$ cat src/rtl/pgate_pkg.sv
package pgate_pkg;
  localparam int unsigned N_CH_DEF  = 8;
  localparam int unsigned N_PAR_DEF = 4;
  localparam int unsigned SYNC_DEF  = 2;

  function automatic logic pin_active(input logic lvl, input logic pol);
    return ~(lvl ^ pol);
  endfunction
endpackage

$ cat src/rtl/pgate_cmd_latch.sv
module pgate_cmd_latch #(
  parameter int unsigned W = 8
) (
  input  logic         clk_i,
  input  logic         rst_ni,
  input  logic         we_i,
  input  logic [W-1:0] d_i,
  output logic [W-1:0] q_o
);
  logic [W-1:0] q_q;

  always_ff @(posedge clk_i or negedge rst_ni) begin
    if (!rst_ni)   q_q <= '0;
    else if (we_i) q_q <= d_i;
  end

  assign q_o = q_q;

  AST_CMD_LOAD: assert property (@(posedge clk_i) disable iff (!rst_ni)
    we_i |=> q_o == $past(d_i));
  AST_CMD_HOLD: assert property (@(posedge clk_i) disable iff (!rst_ni)
    !we_i |=> $stable(q_o));
endmodule

$ cat src/rtl/pgate_pin_resolve.sv
module pgate_pin_resolve #(
  parameter int unsigned W            = 4,
  parameter logic        POL_UNDRIVEN = 1'b1
) (
  input  logic         clk_i,
  input  logic         rst_ni,
  input  logic [W-1:0] pin_i,
  input  logic [W-1:0] drv_i,
  input  logic         pol_i,
  input  logic         pol_drv_i,
  output logic [W-1:0] act_o
);
  import pgate_pkg::*;

  logic pol_eff;
  assign pol_eff = pol_drv_i ? pol_i : POL_UNDRIVEN;

  for (genvar k = 0; k < W; k++) begin : g_pin
    logic lvl;
    // floating pin settles at the inactive level for the current polarity
    assign lvl      = drv_i[k] ? pin_i[k] : ~pol_eff;
    assign act_o[k] = pin_active(lvl, pol_eff);

    AST_FLOAT_OFF: assert property (@(posedge clk_i) disable iff (!rst_ni)
      !drv_i[k] |-> !act_o[k]);
    AST_POL_HIGH: assert property (@(posedge clk_i) disable iff (!rst_ni)
      (drv_i[k] && pol_drv_i && pol_i) |-> (act_o[k] == pin_i[k]));
    AST_POL_LOW: assert property (@(posedge clk_i) disable iff (!rst_ni)
      (drv_i[k] && pol_drv_i && !pol_i) |-> (act_o[k] != pin_i[k]));
    AST_POL_DEFAULT: assert property (@(posedge clk_i) disable iff (!rst_ni)
      (drv_i[k] && !pol_drv_i) |-> (act_o[k] == pin_i[k]));
  end
endmodule

$ cat src/rtl/pgate_sync.sv
module pgate_sync #(
  parameter int unsigned W      = 4,
  parameter int unsigned STAGES = 2
) (
  input  logic         clk_i,
  input  logic         rst_ni,
  input  logic [W-1:0] d_i,
  output logic [W-1:0] q_o
);
  logic [STAGES-1:0][W-1:0] st_q;

  always_ff @(posedge clk_i or negedge rst_ni) begin
    if (!rst_ni) st_q <= '0;
    else begin
      st_q[0] <= d_i;
      for (int s = 1; s < STAGES; s++) st_q[s] <= st_q[s-1];
    end
  end

  assign q_o = st_q[STAGES-1];

  if (STAGES == 2) begin : g_chk2
    logic [1:0] warm_q;
    always_ff @(posedge clk_i or negedge rst_ni) begin
      if (!rst_ni)             warm_q <= '0;
      else if (warm_q != 2'd3) warm_q <= warm_q + 2'd1;
    end
    AST_SYNC_LAT: assert property (@(posedge clk_i) disable iff (!rst_ni)
      (warm_q >= 2'd2) |-> (q_o == $past(d_i, 2)));
  end
endmodule

$ cat src/rtl/pgate_out_gating.sv
module pgate_out_gating #(
  parameter int unsigned N_CH         = pgate_pkg::N_CH_DEF,
  parameter int unsigned N_PAR        = pgate_pkg::N_PAR_DEF,
  parameter int unsigned SYNC_STAGES  = pgate_pkg::SYNC_DEF,
  parameter logic        POL_UNDRIVEN = 1'b1
) (
  input  logic             clk_i,
  input  logic             rst_ni,
  input  logic             cmd_we_i,
  input  logic [N_CH-1:0]  cmd_bits_i,
  input  logic [N_PAR-1:0] par_i,
  input  logic [N_PAR-1:0] par_drv_i,
  input  logic             pol_i,
  input  logic             pol_drv_i,
  output logic [N_CH-1:0]  en_o
);
  logic [N_CH-1:0]  cmd_q;
  logic [N_PAR-1:0] act_raw;
  logic [N_PAR-1:0] act_sync;

  pgate_cmd_latch #(.W(N_CH)) i_cmd_latch (
    .clk_i  (clk_i),
    .rst_ni (rst_ni),
    .we_i   (cmd_we_i),
    .d_i    (cmd_bits_i),
    .q_o    (cmd_q)
  );

  pgate_pin_resolve #(.W(N_PAR), .POL_UNDRIVEN(POL_UNDRIVEN)) i_pin_resolve (
    .clk_i     (clk_i),
    .rst_ni    (rst_ni),
    .pin_i     (par_i),
    .drv_i     (par_drv_i),
    .pol_i     (pol_i),
    .pol_drv_i (pol_drv_i),
    .act_o     (act_raw)
  );

  pgate_sync #(.W(N_PAR), .STAGES(SYNC_STAGES)) i_sync (
    .clk_i  (clk_i),
    .rst_ni (rst_ni),
    .d_i    (act_raw),
    .q_o    (act_sync)
  );

  for (genvar c = 0; c < N_CH; c++) begin : g_ch
    if (c < N_PAR) begin : g_gated
      assign en_o[c] = cmd_q[c] & act_sync[c];
    end else begin : g_direct
      assign en_o[c] = cmd_q[c];
    end
  end

  // first edge after reset release marks history as valid
  logic live_q;
  always_ff @(posedge clk_i or negedge rst_ni) begin
    if (!rst_ni) live_q <= 1'b0;
    else         live_q <= 1'b1;
  end

  AST_RST_OFF: assert property (@(posedge clk_i)
    !rst_ni |-> (en_o == '0));

  for (genvar c = 0; c < N_CH; c++) begin : g_chk
    AST_SER_VETO: assert property (@(posedge clk_i) disable iff (!rst_ni)
      (live_q && $past(cmd_we_i) && !$past(cmd_bits_i[c])) |-> !en_o[c]);
    if (c >= N_PAR) begin : g_up
      AST_UPPER_FOLLOW: assert property (@(posedge clk_i) disable iff (!rst_ni)
        (live_q && $past(cmd_we_i)) |-> (en_o[c] == $past(cmd_bits_i[c])));
    end
  end
endmodule

$ cat config.mk
export PLATFORM = sky130hd
export DESIGN_NAME = pgate_out_gating
export DESIGN_NICKNAME = d
export VERILOG_FILES = /design/src/rtl/pgate_pkg.sv /design/src/rtl/pgate_cmd_latch.sv /design/src/rtl/pgate_pin_resolve.sv /design/src/rtl/pgate_sync.sv /design/src/rtl/pgate_out_gating.sv
export SDC_FILE = /design/constraint.sdc
export NUM_CORES = 1
export LEC_CHECK = 0
export BUFFER_PORTS_ARGS = -buffer_cell sky130_fd_sc_hd__clkbuf_2
export CAP_MARGIN = 40
export CELL_PAD_IN_SITES_DETAIL_PLACEMENT = 1
export CELL_PAD_IN_SITES_GLOBAL_PLACEMENT = 2
export CORE_MARGIN = 2
export CORE_UTILIZATION = 31
export CTS_CLUSTER_DIAMETER = 80
export DETAILED_ROUTE_END_ITERATION = 10
export PLACE_DENSITY_LB_ADDON = 0.1
export SETUP_SLACK_MARGIN = 0.05
export SLEW_MARGIN = 20
export SYNTH_ARGS = -nofsm -noshare
export SYNTH_HDL_FRONTEND = slang
export SYNTH_SLANG_ARGS = --single-unit
$ cat constraint.sdc
create_clock -name clk_i -period 1.9 [get_ports clk_i]
set_input_delay 0.285 -clock clk_i [delete_from_list [all_inputs] [get_ports clk_i]]
set_output_delay 0.285 -clock clk_i [all_outputs]
set_load 0.05 [all_outputs]
# Yosys cells after proc, flatten, opt, wreduce, memory -nomap -nowiden
# Index checks and enable logic that the tools add are counted.
word_totals:
  output_inout_bits: 8
  ff_bits: 16
  input_bits: 21
op_classes:
  n_bitwise: 13
  mux: 5
ops:
  columns: ["op", "count"]
  rows:
  - ["$mux 1", 5]
  - ["$not 1->1", 5]
  - ["$and 1x1->1", 4]
  - ["$xor 1x1->1", 4]

# Logic depth before layout (Yosys ltp)
# Gate-level depths: netlist of run 1.
depth:
  ltp_word: 5
  mapped_depth: 2
  mapped_depth_nobuf: 2

# By module
# Synthesis of run 1 repeated with hierarchy kept, for this count alone.
unflattened:
  hier_cells: 46
  area_unflattened_um2: 680.7
modules_own_cells:
  columns: ["mod", "instances", "area_per_inst_um2", "seq_area_each_um2", "cells_per_inst"]
  rows:
  - ["pgate_cmd_latch", 1, 331.6, 200.2, 17]
  - ["pgate_sync", 1, 230.2, 200.2, 12]
  - ["pgate_pin_resolve", 1, 93.8, 0.0, 13]
  - ["pgate_out_gating", 1, 25.0, 0.0, 4]

# Least setup slack after synthesis of run 1
# Ideal clock, no wire load.
synth_path:
  path_type: "flip-flop to output port"
  start: "reg i_cmd_latch.q_q[0] (netlist: i_cmd_latch.q_o[0])"
  end: "out en_o[0]"
  n_path_buf: 0
  setup_slack_ps: 883
  t_arrival_ps: 732
  stages_incl_launch_ff: 2
  cell_sequence: "dfrtp_1 -> and2_1"
synth_between:
  elab_chain_len: 1
synth_lines:
  columns: ["item", "line_no", "text"]
  rows:
  - ["start: declaration", "pgate_cmd_latch.sv:10", "logic [W-1:0] q_q;"]
  - ["start signal: assignment", "pgate_cmd_latch.sv:14", "else if (we_i) q_q <= d_i;"]
  - ["$and 1x1->1", "pgate_out_gating.sv:48", "assign en_o[c] = cmd_q[c] & act_sync[c];"]
  - ["end: declaration", "pgate_out_gating.sv:15", "output logic [N_CH-1:0] en_o"]
# No other way between the ends.

# Worst setup path after layout of run 1
layout_path:
  start: "reg i_cmd_latch.q_q[2] (netlist: i_cmd_latch.q_o[2])"
  end: "out en_o[2]"
# The elaborated chain is that of the path after synthesis.

==> flow_summary.toml, run 1 <==
[clocking]
cts_tree = "done"
cts-buffers-inserted = 3
clk_pin_slew_ns = 0.08
cts_sinks = 16
clk_path_buf_depth = 2
htree_levels = 1
clk_latency_ns = 0.27
root_buffer = "clkbuf_4"
cts_hold_buf = 1
cts_resized = 0
postCtsSetupBuffers = 0

[placed_design]
gpl.final_weighted_congestion = 0.6331
portBuffers = 28
postPlaceCellArea_um2 = 808.3
hpwl_um = 957.9

[floorplan]
core-area_mm2 = 0.002002
die-area_mm2 = 0.002569
initial_core_util_pct = 33.75
ios = 29
die_h_um = 50.69
die_w_um = 50.69
std_cell_rows = 16

[sta]
rsz0062_at_grt = "false"
period_share_pct = 68.74
period_needed_ns = 1.306
setup_tns_ns = 0
worst_pin_slew_ns = 0.3873
max_slew_margin_pct = 74.18
finalHoldViolCount = 0
slew_viol_final = 0
setup_viol = 0
fin_skew_ns = 0.0002419
fmax_mhz = 765.6

[global_routing]
grt_antenna_before_repair = 0
grt_pass1_wl_mm = 1.945
grt.total_usage_pct = 10.49
overflow = 0
grt_start_max_net_pins = 17
grt_pass1_vias = 454

[synth]
yosysUniqueCellTypes = 9
ys_warn_count = 0
synthSimpleGateAreaFrac_pct = 13.89
synth_xor_area_share_pct = 0
synth_top_family_by_area = "multiplexers"
ys_ff_latch = 16
syn_area_um2 = 675.6
synth_nets = 67
ys_seq_area_share_pct = 59.26
synthAdderAreaFrac_pct = 0
synth_compound_area_share_pct = 2.963
muxShareOfSynthArea_pct = 17.78
synth_area_per_cell_um2 = 14.69
synthCells = 46

[cells_and_area]
area_growth_pct = 24.44
drive_above_1_share_pct = 54.79
design_area_um2 = 840.8
regArea_um2 = 400.4
n_fill_cell = 233
antennaDiodeCount = 0
final_common_cell = "clkbuf_2"
most-common-layout-cells = "clkbuf_2, dfrtp_1, mux2_4"
layout.nets = 96
multi_input_area_um2 = 234.0

[detailed_routing]
vias_per_cell = 4.250
vias = 425
totalWireLength_mm = 1.183
drc = 0
ant_nets = 0
drt_iter0_markers = 0
drt_pass1_iterations = 1
avgRoutedWirePerCell_um = 11.83

[power]
p_sw_w = 0.0001795
powerDensity_mw_per_mm2 = 808.5
p_int_w = 0.0005002
netSwitchingFraction_pct = 26.41
p_comb_share_pct = 21.0
pwr-share-clk_pct = 23.2
irDropWorstVdd_mv = 0.3168
cellLeakagePower_nw = 0.4365
seqPwrFrac_pct = 55.8

[worst_setup_path]
r2r-start = "i_cmd_latch.q_o[2]"
crit_type = "reg -> out"
worstSetupEndpoint = "en_o[2]"
crit_start = "i_cmd_latch.q_o[2]"
r2r_end = "i_cmd_latch.q_o[2]"
regToRegSetupSlack_ns = 1.12
required_ns = 1.62
ff2ff_path_depth = 1
cp-start-kind = "flop"
end_kind = "output port"
cp.arrival_ns = 1.02
cp_max_fo = 2

[min_path]
hold_path_class = "in -> reg"

[job]
maxCapViolCount = 0

[run_status]
status = "completed"
-- cells in the mapped netlist --
library cell / number / share of area (%)
buf_6: 1 / 1.7
mux2_4: 8 / 18
dfrtp_1: 16 / 59
nand4bb_1: 4 / 6.7
nand2_1: 4 / 2.2
o21ai_0: 4 / 3.0
nor2b_2: 1 / 1.3
buf_4: 4 / 4.4
and2_1: 4 / 3.7
-- power groups by stage --
| stage | Sequential (W) | Combinational, W | Clock, W |
|---|---|---|---|
| 6_report | 0.000380 | 0.000142 | 0.000158 |
| 4_1_cts | 0.000380 | 0.000145 | 0.000169 |
| 5_1_grt | 0.000384 | 0.000153 | 0.000182 |
| 3_5_place_dp | 0.000387 | 0.000143 | 0 |
| 2_1_floorplan | 0.000383 | 0.000109 | 0 |
| 3_3_place_gp | 0.000385 | 0.000141 | 0 |
-- worst min-delay path by stage --
| stage | startpoint | depth (start not counted) | end |
|---|---|---|---|
| after floorplan | rst_ni | 0 | i_cmd_latch.q_o[0] |
| after global placement | rst_ni | 1 | i_cmd_latch.q_o[1] |
| after detailed placement | rst_ni | 1 | i_cmd_latch.q_o[1] |
| after CTS | par_i[1] | 3 | i_sync.st_q[1] |
| after global routing | cmd_bits_i[2] | 2 | i_cmd_latch.q_o[2] |
| final | par_i[3] | 3 | i_sync.st_q[3] |
-- kinds of logic after synthesis --
family                 after synthesis
AO/OA/AOI/OAI                        4
buffers and inverters                5
flip-flops                          16
multiplexers                         8
AND/OR/NAND/NOR                     13
-- sequential cells by signal, summed over array words and instances (netlist names) --
| signal | flops |
|---|---|
| i_cmd_latch.q_o | 8 |
| i_sync.q_o | 4 |
| i_sync.st_q | 4 |
-- area by class of cell --
class,count,area share (%)
Timing Repair Buffer,29,17.86
Clock buffer,3,2.679
Sequential cell,16,47.62
Tap cell,27,4.018
Multi-Input combinational cell,25,27.83
-- critical path, cell delays in order (launching register included) --
cell and delay (ns):
dfrtp_1 0.39, and2_1 0.14, clkbuf_2 0.23
-- per-layer routing --
metal  up-vias  track usage [%]  share of wire, %
li1        210                -                 -
met1       191            12.74                42
met3         2            2.381               7.9
met5         -                0                 0
met4         0            8.108               1.6
met2        22            16.01                48
-- stage by stage --
| stage | cells | hold WS (ns) | power (W) | utilization, % | worst slack [ns] |
|---|---|---|---|---|---|
| floorplan | 46 | -0.01059 | 0.0004920 | - | 0.8827 |
| detailed placement | 96 | 0.2227 | 0.0005293 | 40.38 | 0.8833 |
| global route | 100 | 0.2391 | 0.0007188 | 42.00 | 0.5435 |
| global placement | 96 | 0.2265 | 0.0005269 | 40.38 | 0.8841 |
| finish | 100 | 0.2458 | 0.0006798 | 42.00 | 0.5939 |
| CTS | 100 | 0.2376 | 0.0006945 | 42.00 | 0.5810 |
(Power assumes the default switching activity.)
==> run 2, diff against run 1 <==
Settings changed: CORE_UTILIZATION 31 to 26.
Clock period 1.9 ns to 1.2 ns, I/O delays scaled along.
==> run 2 against run 1 <==
Compared with the run above: core utilization shrank 4.5 points; die area grew 18%; sequential share of layout area shrank 4.5 points; setup slack lost 0.54 ns; flip-flop and latch count is the same.
==> flow_summary.toml, run 2 (synthesis results as in run 1) <==
[global_routing]
grt_pass1_wl_mm = 1.959
grt_start_max_net_pins = 17
overflow = 0
grt.total_usage_pct = 9.469
grt_antenna_before_repair = 0
grt_pass1_vias = 457

[run_status]
status = "completed"

[detailed_routing]
drc = 0
ant_nets = 0
avgRoutedWirePerCell_um = 11.65
vias = 431
drt_iter0_markers = 5
totalWireLength_mm = 1.223
vias_per_cell = 4.105
drt_pass1_iterations = 2

[worst_setup_path]
cp_max_fo = 2
slowest_delay_ns = 0.39
crit_type = "reg -> out"
cp.arrival_ns = 0.97
end_kind = "output port"
path_cells = "and2_4 -> clkbuf_16"
required_ns = 1.02
slowest_stage = "dfrtp_1"
cp-start-kind = "flop"

[clocking]
clk_latency_ns = 0.27
clk_path_buf_depth = 2
clk_pin_slew_ns = 0.09
cts_sinks = 16
htree_levels = 1
root_buffer = "clkbuf_4"
cts-buffers-inserted = 3
cts_tree = "done"

[sta]
max_slew_margin_pct = 75.03
fmax_mhz = 873.0
fin_skew_ns = 0.002665
period_needed_ns = 1.145
worst_pin_slew_ns = 0.3746
setup_viol = 0
finalHoldViolCount = 0
fin_ws_ns = 0.05454
rsz0062_at_grt = "true"
setup_tns_ns = 0
slew_viol_final = 0
period_share_pct = 95.46

[placed_design]
portBuffers = 28
postPlaceCellArea_um2 = 812.0
gpl.final_weighted_congestion = 0.6177
pre_cts_slack_ns = 0.2808
hpwl_mm = 1.026

[cells_and_area]
drive_above_1_share_pct = 61.33
n_fill_cell = 289
design_area_um2 = 928.4
final_common_cell = "clkbuf_2"
largest_register_ffs = 8
antennaDiodeCount = 0
area_growth_pct = 37.41
most-common-layout-cells = "clkbuf_2, dfrtp_1, mux2_4"
layout.nets = 97
final_core_util_pct = 37.47

[floorplan]
std_cell_rows = 18
core-area_mm2 = 0.002477
initial_core_util_pct = 27.27
ios = 29
die_h_um = 54.98
die-area_mm2 = 0.003022
die_w_um = 54.98

[power]
irDropWorstVdd_mv = 0.4076
powerDensity_mw_per_mm2 = 1292
power.total_w = 0.001200
cellLeakagePower_nw = 0.4695

[min_path]
hold_path_class = "in -> reg"

[job]
maxCapViolCount = 0
-- run 2: changes by cell type in the layout (fill, tap and decap cells not counted) --
cell | previous run | this run
and2_4 | 0 | 4
clkbuf_2 | 28 | 21
clkbuf_16 | 0 | 1
and2_1 | 4 | 0
buf_4 | 0 | 1
buf_8 | 0 | 3
buf_2 | 0 | 2
clkbuf_8 | 0 | 1
clkbuf_4 | 3 | 4
-- run 2: layout make-up --
type	instances	area, um2	area share [%]
flip-flops and latches	16	400.4	43.13
well taps	30	37.54	4.043
multi-input cells	25	244.0	26.28
repair buffers	30	210.2	22.64
clock buffers	4	36.28	3.908
-- run 2: repair_timing --
item	4_1_cts	5_1_grt
hold buffers	1	0
buffers inserted	0	1
gates resized for setup	12	8
hold endpoints to repair	16	0
setup endpoints to repair	4	7
-- run 2: path summary, 6_finish.rpt --
kind	startpoint	endpoint	slack, ns	cells past startpoint
max	i_cmd_latch.q_o[0]	en_o[0]	0.05	2
min	cmd_bits_i[7]	i_cmd_latch.q_o[7]	0.13	2
max reg2reg	i_cmd_latch.q_o[1]	i_cmd_latch.q_o[1]	0.32	2
min reg2reg	i_sync.st_q[2]	i_sync.q_o[2]	0.35	0
max in group asynchronous	rst_ni	i_cmd_latch.q_o[4]	0.59	2
min in group asynchronous	rst_ni	i_cmd_latch.q_o[2]	0.34	2
-- run 2: per-stage QoR --
step	std cells	hold slack [ns]
3_3_place_gp	99	0.1241
6_report	105	0.1331
2_1_floorplan	46	-0.1156
5_1_grt	105	0.1166
3_5_place_dp	99	0.1237
4_1_cts	104	0.1259
-- run 2: worst max-delay path: cells and delay by family, from the launching register on --
family        cells  cell delay (ns)
buf+inv           1             0.16
flops             1             0.39
simple gates      1             0.14
-- run 2: metal layers --
| metal | wire, um | vias up | share of wire, % | GRT usage, % |
|---|---|---|---|---|
| met5 | 0 | - | 0 | 0 |
| met4 | 0 | 0 | 0 | 3.659 |
| met3 | 99 | 0 | 8.1 | 3.226 |
| met2 | 544 | 21 | 44 | 15.87 |
| met1 | 579 | 198 | 47 | 11.15 |
| li1 | - | 212 | - | - |
-- run 2: power by group --
part / internal (W) / switching [W]
sequential: 0.000584 / 0.0000201
combinational: 0.000124 / 0.000136
clock: 0.000184 / 0.000152
total: 0.000892 / 0.000308
